$ cat config.mk
export PLATFORM = sky130hd
export DESIGN_NAME = strided_page_mover
export DESIGN_NICKNAME = d
export VERILOG_FILES = /design/src/rtl/spm_pkg.sv /design/src/rtl/spm_seq.sv /design/src/rtl/spm_agen.sv /design/src/rtl/strided_page_mover.sv
export SDC_FILE = /design/constraint.sdc
export NUM_CORES = 1
export LEC_CHECK = 0
export BUFFER_PORTS_ARGS = -buffer_cell sky130_fd_sc_hd__buf_2
export CORE_UTILIZATION = 40
export DETAILED_ROUTE_END_ITERATION = 7
export GPL_TIMING_DRIVEN = 0
export PLACE_DENSITY = 0.76
export SYNTH_ARGS = -nofsm -noshare
export SYNTH_HDL_FRONTEND = slang
export SYNTH_HIERARCHICAL = 1
export SYNTH_SLANG_ARGS = --single-unit
$ cat constraint.sdc
create_clock -name clk -period 6.6 [get_ports clk]
set_clock_uncertainty 0.2 [all_clocks]
set_input_delay 1.32 -clock clk [delete_from_list [all_inputs] [get_ports clk]]
set_output_delay 1.32 -clock clk [all_outputs]
set_load 0.05 [all_outputs]
$ cat src/rtl/spm_pkg.sv
package spm_pkg;
   typedef enum logic [1:0] {
      S_IDLE = 2'd0,
      S_REQ  = 2'd1,
      S_WAIT = 2'd2,
      S_BEAT = 2'd3
   } xfer_state_e;
endpackage

$ cat src/rtl/spm_seq.sv
module spm_seq
   import spm_pkg::*;
#(
   parameter int LAT = 40,
   parameter int LW  = 8,
   parameter int CW  = 8
) (
   input  logic          clk,
   input  logic          rst_n,
   input  logic          start,
   input  logic          zero_cmd,
   input  logic [LW-1:0] blk_len,
   input  logic [CW-1:0] blk_cnt,
   output xfer_state_e   state,
   output logic [LW-1:0] len_q,
   output logic          blk_end,
   output logic          done_set,
   output logic          done
);
   localparam int LCW = (LAT > 2) ? $clog2(LAT) : 1;

   logic [LCW-1:0] lat_cnt;
   logic [LW-1:0]  beat_cnt;
   logic [CW-1:0]  blk_left;

   assign blk_end  = (state == S_BEAT) && (beat_cnt == '0);
   assign done_set = ((state == S_IDLE) && start && zero_cmd) ||
                     (blk_end && (blk_left == CW'(1)));

   always_ff @(posedge clk) begin
      if (!rst_n) begin
         state    <= S_IDLE;
         lat_cnt  <= '0;
         beat_cnt <= '0;
         blk_left <= '0;
         len_q    <= '0;
         done     <= 1'b0;
      end else begin
         done <= done_set;
         case (state)
            S_IDLE: begin
               if (start && !zero_cmd) begin
                  state    <= S_REQ;
                  len_q    <= blk_len;
                  blk_left <= blk_cnt;
               end
            end
            S_REQ: begin
               state    <= S_WAIT;
               lat_cnt  <= LCW'(LAT - 2);
               beat_cnt <= len_q - 1'b1;
            end
            S_WAIT: begin
               if (lat_cnt == '0) state <= S_BEAT;
               else               lat_cnt <= lat_cnt - 1'b1;
            end
            S_BEAT: begin
               if (beat_cnt == '0) begin
                  if (blk_left == CW'(1)) begin
                     state <= S_IDLE;
                  end else begin
                     blk_left <= blk_left - 1'b1;
                     state    <= S_REQ;
                  end
               end else begin
                  beat_cnt <= beat_cnt - 1'b1;
               end
            end
            default: state <= S_IDLE;
         endcase
      end
   end

   // a request is always followed by the latency wait, never by data
   p_req_to_wait_r4: assert property (@(posedge clk) disable iff (!rst_n)
      (state == S_REQ) |=> (state == S_WAIT));
endmodule

$ cat src/rtl/spm_agen.sv
module spm_agen #(
   parameter int AW  = 32,
   parameter int SPW = 10
) (
   input  logic           clk,
   input  logic           rst_n,
   input  logic           start,
   input  logic [AW-1:0]  ext_base,
   input  logic [SPW-1:0] sp_base,
   input  logic [AW-1:0]  stride,
   input  logic           beat,
   input  logic           blk_end,
   output logic [AW-1:0]  blk_addr,
   output logic [SPW-1:0] sp_ptr
);
   logic [AW-1:0] stride_q;

   always_ff @(posedge clk) begin
      if (!rst_n) begin
         blk_addr <= '0;
         sp_ptr   <= '0;
         stride_q <= '0;
      end else if (start) begin
         blk_addr <= ext_base;
         sp_ptr   <= sp_base;
         stride_q <= stride;
      end else begin
         if (beat)    sp_ptr   <= sp_ptr + 1'b1;
         if (blk_end) blk_addr <= blk_addr + stride_q;
      end
   end

   // consecutive beats land on consecutive scratchpad words
   p_sp_step_r6: assert property (@(posedge clk) disable iff (!rst_n)
      (beat && $past(beat) && !$past(start)) |-> (sp_ptr == SPW'($past(sp_ptr) + 1'b1)));
endmodule

$ cat src/rtl/strided_page_mover.sv
module strided_page_mover
   import spm_pkg::*;
#(
   parameter int AW  = 32,
   parameter int SPW = 10,
   parameter int LW  = 8,
   parameter int CW  = 8,
   parameter int DW  = 32,
   parameter int LAT = 40
) (
   input  logic           clk,
   input  logic           rst_n,
   input  logic           cmd_valid,
   output logic           cmd_ready,
   input  logic           cmd_store,
   input  logic [AW-1:0]  cmd_ext_base,
   input  logic [SPW-1:0] cmd_sp_base,
   input  logic [LW-1:0]  cmd_blk_len,
   input  logic [AW-1:0]  cmd_stride,
   input  logic [CW-1:0]  cmd_blk_cnt,
   output logic           busy,
   output logic           done,
   output logic           done_sticky,
   output logic           mem_req,
   output logic           mem_req_we,
   output logic [AW-1:0]  mem_req_addr,
   output logic [LW-1:0]  mem_req_len,
   output logic           mem_beat,
   input  logic [DW-1:0]  mem_rdata,
   output logic [DW-1:0]  mem_wdata,
   output logic           sp_we,
   output logic [SPW-1:0] sp_addr,
   output logic [DW-1:0]  sp_wdata,
   input  logic [DW-1:0]  sp_rdata
);
   localparam int BEAT_BYTES = DW / 8;

   initial begin
      assert (LAT >= 2) else $error("LAT must be at least 2");
      assert (BEAT_BYTES > 0 && (DW % 8) == 0) else $error("DW must be whole bytes");
      assert (LW >= 1 && CW >= 1 && SPW >= 1) else $error("widths must be positive");
   end

   xfer_state_e state;
   logic        accept, zero_cmd, blk_end, done_set, store_q;

   assign accept   = cmd_valid && cmd_ready;
   assign zero_cmd = (cmd_blk_len == '0) || (cmd_blk_cnt == '0);

   spm_seq #(.LAT(LAT), .LW(LW), .CW(CW)) u_seq (
      .clk      (clk),
      .rst_n    (rst_n),
      .start    (accept),
      .zero_cmd (zero_cmd),
      .blk_len  (cmd_blk_len),
      .blk_cnt  (cmd_blk_cnt),
      .state    (state),
      .len_q    (mem_req_len),
      .blk_end  (blk_end),
      .done_set (done_set),
      .done     (done)
   );

   spm_agen #(.AW(AW), .SPW(SPW)) u_agen (
      .clk      (clk),
      .rst_n    (rst_n),
      .start    (accept),
      .ext_base (cmd_ext_base),
      .sp_base  (cmd_sp_base),
      .stride   (cmd_stride),
      .beat     (mem_beat),
      .blk_end  (blk_end),
      .blk_addr (mem_req_addr),
      .sp_ptr   (sp_addr)
   );

   always_ff @(posedge clk) begin
      if (!rst_n) begin
         store_q     <= 1'b0;
         done_sticky <= 1'b0;
      end else begin
         if (accept)        store_q     <= cmd_store;
         if (done_set)      done_sticky <= 1'b1;
         else if (accept)   done_sticky <= 1'b0;
      end
   end

   assign busy       = (state != S_IDLE);
   assign cmd_ready  = !busy;
   assign mem_req    = (state == S_REQ);
   assign mem_req_we = store_q;
   assign mem_beat   = (state == S_BEAT);
   assign sp_we      = mem_beat && !store_q;
   assign sp_wdata   = mem_rdata;
   assign mem_wdata  = (mem_beat && store_q) ? sp_rdata : '0;

   // no command is taken while data is moving
   p_beat_not_ready_r2: assert property (@(posedge clk) disable iff (!rst_n)
      mem_beat |-> !cmd_ready);
   // acceptance leads straight to a request or to completion
   p_accept_next_r9: assert property (@(posedge clk) disable iff (!rst_n)
      accept |=> (mem_req || done));
   // the cycle after a request carries neither data nor another request
   p_req_gap_r4: assert property (@(posedge clk) disable iff (!rst_n)
      mem_req |=> (!mem_beat && !mem_req));
   // the pulse is always accompanied by the flag
   p_done_sticky_r7: assert property (@(posedge clk) disable iff (!rst_n)
      done |-> done_sticky);
   // the flag holds until a command is accepted
   p_sticky_hold_r7: assert property (@(posedge clk) disable iff (!rst_n)
      (done_sticky && !accept) |=> done_sticky);
   // an empty command never makes the engine busy
   p_zero_quiet_r8: assert property (@(posedge clk) disable iff (!rst_n)
      (accept && zero_cmd) |=> !busy);
endmodule

==> metrics.txt <==
Mapped Cells 901; Vias 7681; Crit path required time 6.67 ns; vias in the first global route 7073; pre-CTS WS 2.44 ns; Rel. slew slack 0.439; First DRT Iteration DRCs 442; commonest non-fill, non-tap cells in the layout 253 x buf_2, 110 x nor2_1, 109 x dfxtp_1, 82 x a21oi_1, 53 x mux2i_1; CTS tree built; Mapped Area 7360 sq um; Post-DP HPWL 19.6 mm; clock sink count 109; fin crit share 0.592; Max Clk Rate 0.256 GHz; gp weighted congestion between 0.9 and 1; gr ovfl total 0; number of distinct library cells after synthesis 79; Internal 1.75 mW; Comb power frac 0.548; cts repair resizes 0; Min-Delay Path Class flip-flop to flip-flop; final total negative setup slack 0 ns; Critical Path End Type flip-flop; prevailing post-synth register cell dfxtp_1; Most Frequent Cell on Critical Path clkbuf_1; slowest stage delay, CP 0.71 ns; # DRC 0; Buffers on Ports 247; Final Hold Vio Count 0; Tot GR Track Use 0.266; Layout Utilization 0.510; fin nets 1359; global-route wire length before repair ~38 mm; initial antenna violation count 3; largest delay contributor family on the critical path simple AND/OR/NAND/NOR gates; switching portion of total power 0.493; synthesized flop and latch total 109; Max FO, Critical Path 10; die width 138 um; Seq pwr share 0.291; syn nets 1101; syn avg cell area 8.17 sq um; largest net degree at the start of global routing 22; Yosys top cell area share 0.296; H-Tree Depth 3; Die ar. 19000 sq um; Post-synth ARST share 0; ANT nets after route 0; VDD IR max between 0.0002 and 0.0003 V; CTS Buffer Depth 2; Net Switching 1.70 mW; Yosys warning count 6; postcts setup bufs 0; final worst slack around 2.7 ns; CP Launch Type flip-flop; initial core utilization 0.408; worst path bufs/invs 3; Std-Cell Rows 49; top cells by area, synth dfxtp_1 30%, mux2i_1 7.2%, ha_1 7.0%; RSZ-0062 raised after global routing no; status completed; TritonCTS buffer count 9; Crit Path Class flip-flop to flip-flop; Via-to-Cell Ratio 5.50; commonest non-fill, non-tap cell in the layout buf_2; slowest CP cell nor2_1; mean routed wirelength per cell 18.1 um; share of cells above drive strength 1 0.289; cell taking the most area after synthesis dfxtp_1; Tightest Pin Transition 0.841 ns; IO Count 280; total power 3.44 mW; critical path, cell by cell or4_4 > nor4_1 > clkbuf_1 > inv_1 > clkbuf_1 > nor2_1 > nand2_1 > o22ai_1; Vert. Die Dim between 100 and 150 um; Post-CTS Hold Buffers 0; total wire length 25.2 mm; Max-Cap Viols 0; CTS Root Cell clkbuf_16; EDFF count, synth 0; fillcell total 1753; Core Box Area 18000 sq um; 1st-pass router iterations 7; Reg clk slew, reported paths 0.08 ns; Final Setup Violations 0; area grow syn2layout 24.8%; min Tclk post-route between 3 and 4 ns; Clk network pwr share 0.161; register area share after synthesis 0.296; Power Density 374 nW/um^2; clk_lat worst skew approximately 0.36 ns; critical path arrival ~4.0 ns; cell leakage power 4.28 nW; fin. max-slew vios 0
[state kept, by name (all words and copies together) (netlist names)]
name / cells
u_seq/len_q: 8
u_seq/state: 2
mem_req_we: 1
u_seq/done: 1
done_sticky: 1
u_agen/blk_addr: 32
u_seq/lat_cnt: 6
u_agen/stride_q: 32
u_seq/blk_left: 8
u_seq/beat_cnt: 8
u_agen/sp_ptr: 10
[through the flow]
step                      hold slack (ns)  instances  instance area (sq um)
after global placement              0.234       1377                   8880
after floorplan                     0.257        901                   7360
after detailed placement            0.238       1377                   8880
after CTS                           0.251       1393                   9180
final                               0.247       1396                   9190
after global routing                0.307       1395                   9190
[worst paths after layout]
check / depth (start not counted) / slack [ns] / to / start
setup / recovery: 8 / 2.69 / u_agen/blk_addr[27] / u_seq/beat_cnt[0]
hold / removal: 2 / 0.25 / done_sticky / done_sticky
setup reg to reg: 8 / 2.69 / u_agen/blk_addr[27] / u_seq/beat_cnt[0]
hold reg to reg: 2 / 0.25 / done_sticky / done_sticky
[synthesized netlist by cell type (all sizes together), types with 3 or more instances]
master,n
xnor2,21
o211ai,7
xor2,19
a21oi,84
o41ai,3
a211oi,22
nor2b,7
o311ai,7
o2111ai,3
ha,41
or2,3
nand2b,10
a21o,7
nor3b,4
nand2,51
a211o,3
clkbuf,24
dfxtp,109
nand4,9
nand3,12
o21a,6
o221ai,4
o21bai,5
mux2i,53
and3,18
a221oi,7
nor3,19
o31ai,7
or4,3
nor4,11
or3,5
and2,36
o21ai,46
a31oi,11
buf,57
nor2,110
o22ai,8
inv,23
[layout make-up]
type | instances | area, sq um | share of cell area
clock inverter | 7 | 71.3 | 0.00776
inverter | 24 | 90.1 | 0.00980
buffer | 81 | 488 | 0.0531
timing repair buffer | 247 | 1240 | 0.135
sequential | 109 | 2180 | 0.237
clock buffer | 9 | 225 | 0.0245
tap | 229 | 287 | 0.0312
antenna | 3 | 7.51 | 0.000817
multi-input combinational | 687 | 4600 | 0.501
[worst min-delay path, stage by stage, from the launching register on]
cell	delay, ns
dfxtp_1	0.31
nand2_1	0.05
o21ai_1	0.05
[layer usage]
metal | up-vias | global-route usage | routed length [um]
met4 | 0 | 0.113 | 585
met2 | 330 | 0.449 | 12400
met1 | 3559 | 0.321 | 10200
li1 | 3755 | - | -
met3 | 37 | 0.0622 | 2050
met5 | - | 0 | 0
[cells by family after synthesis]
logic type                 Yosys count  share of synthesized area
AOI/OAI and AO/OA                  249                      0.229
xor gates and xnor gates            40                     0.0476
adders and majority gates           42                     0.0724
buffers and inverters              105                     0.0785
DFF                                109                      0.296
muxes                               53                     0.0721
and+or+nand+nor                    303                      0.204
[power groups by stage]
| stage | registers, mW | logic [mW] | clock network, mW |
|---|---|---|---|
| after global placement | 1.01 | 1.82 | 0 |
| after floorplan | 1.23 | 1.18 | 0 |
| after CTS | 0.997 | 1.87 | 0.570 |
| final | 1.00 | 1.89 | 0.554 |
| after global routing | 1.02 | 2.06 | 0.598 |
| after detailed placement | 1.01 | 1.86 | 0 |
No activity file was read; power rests on OpenSTA's default activity.
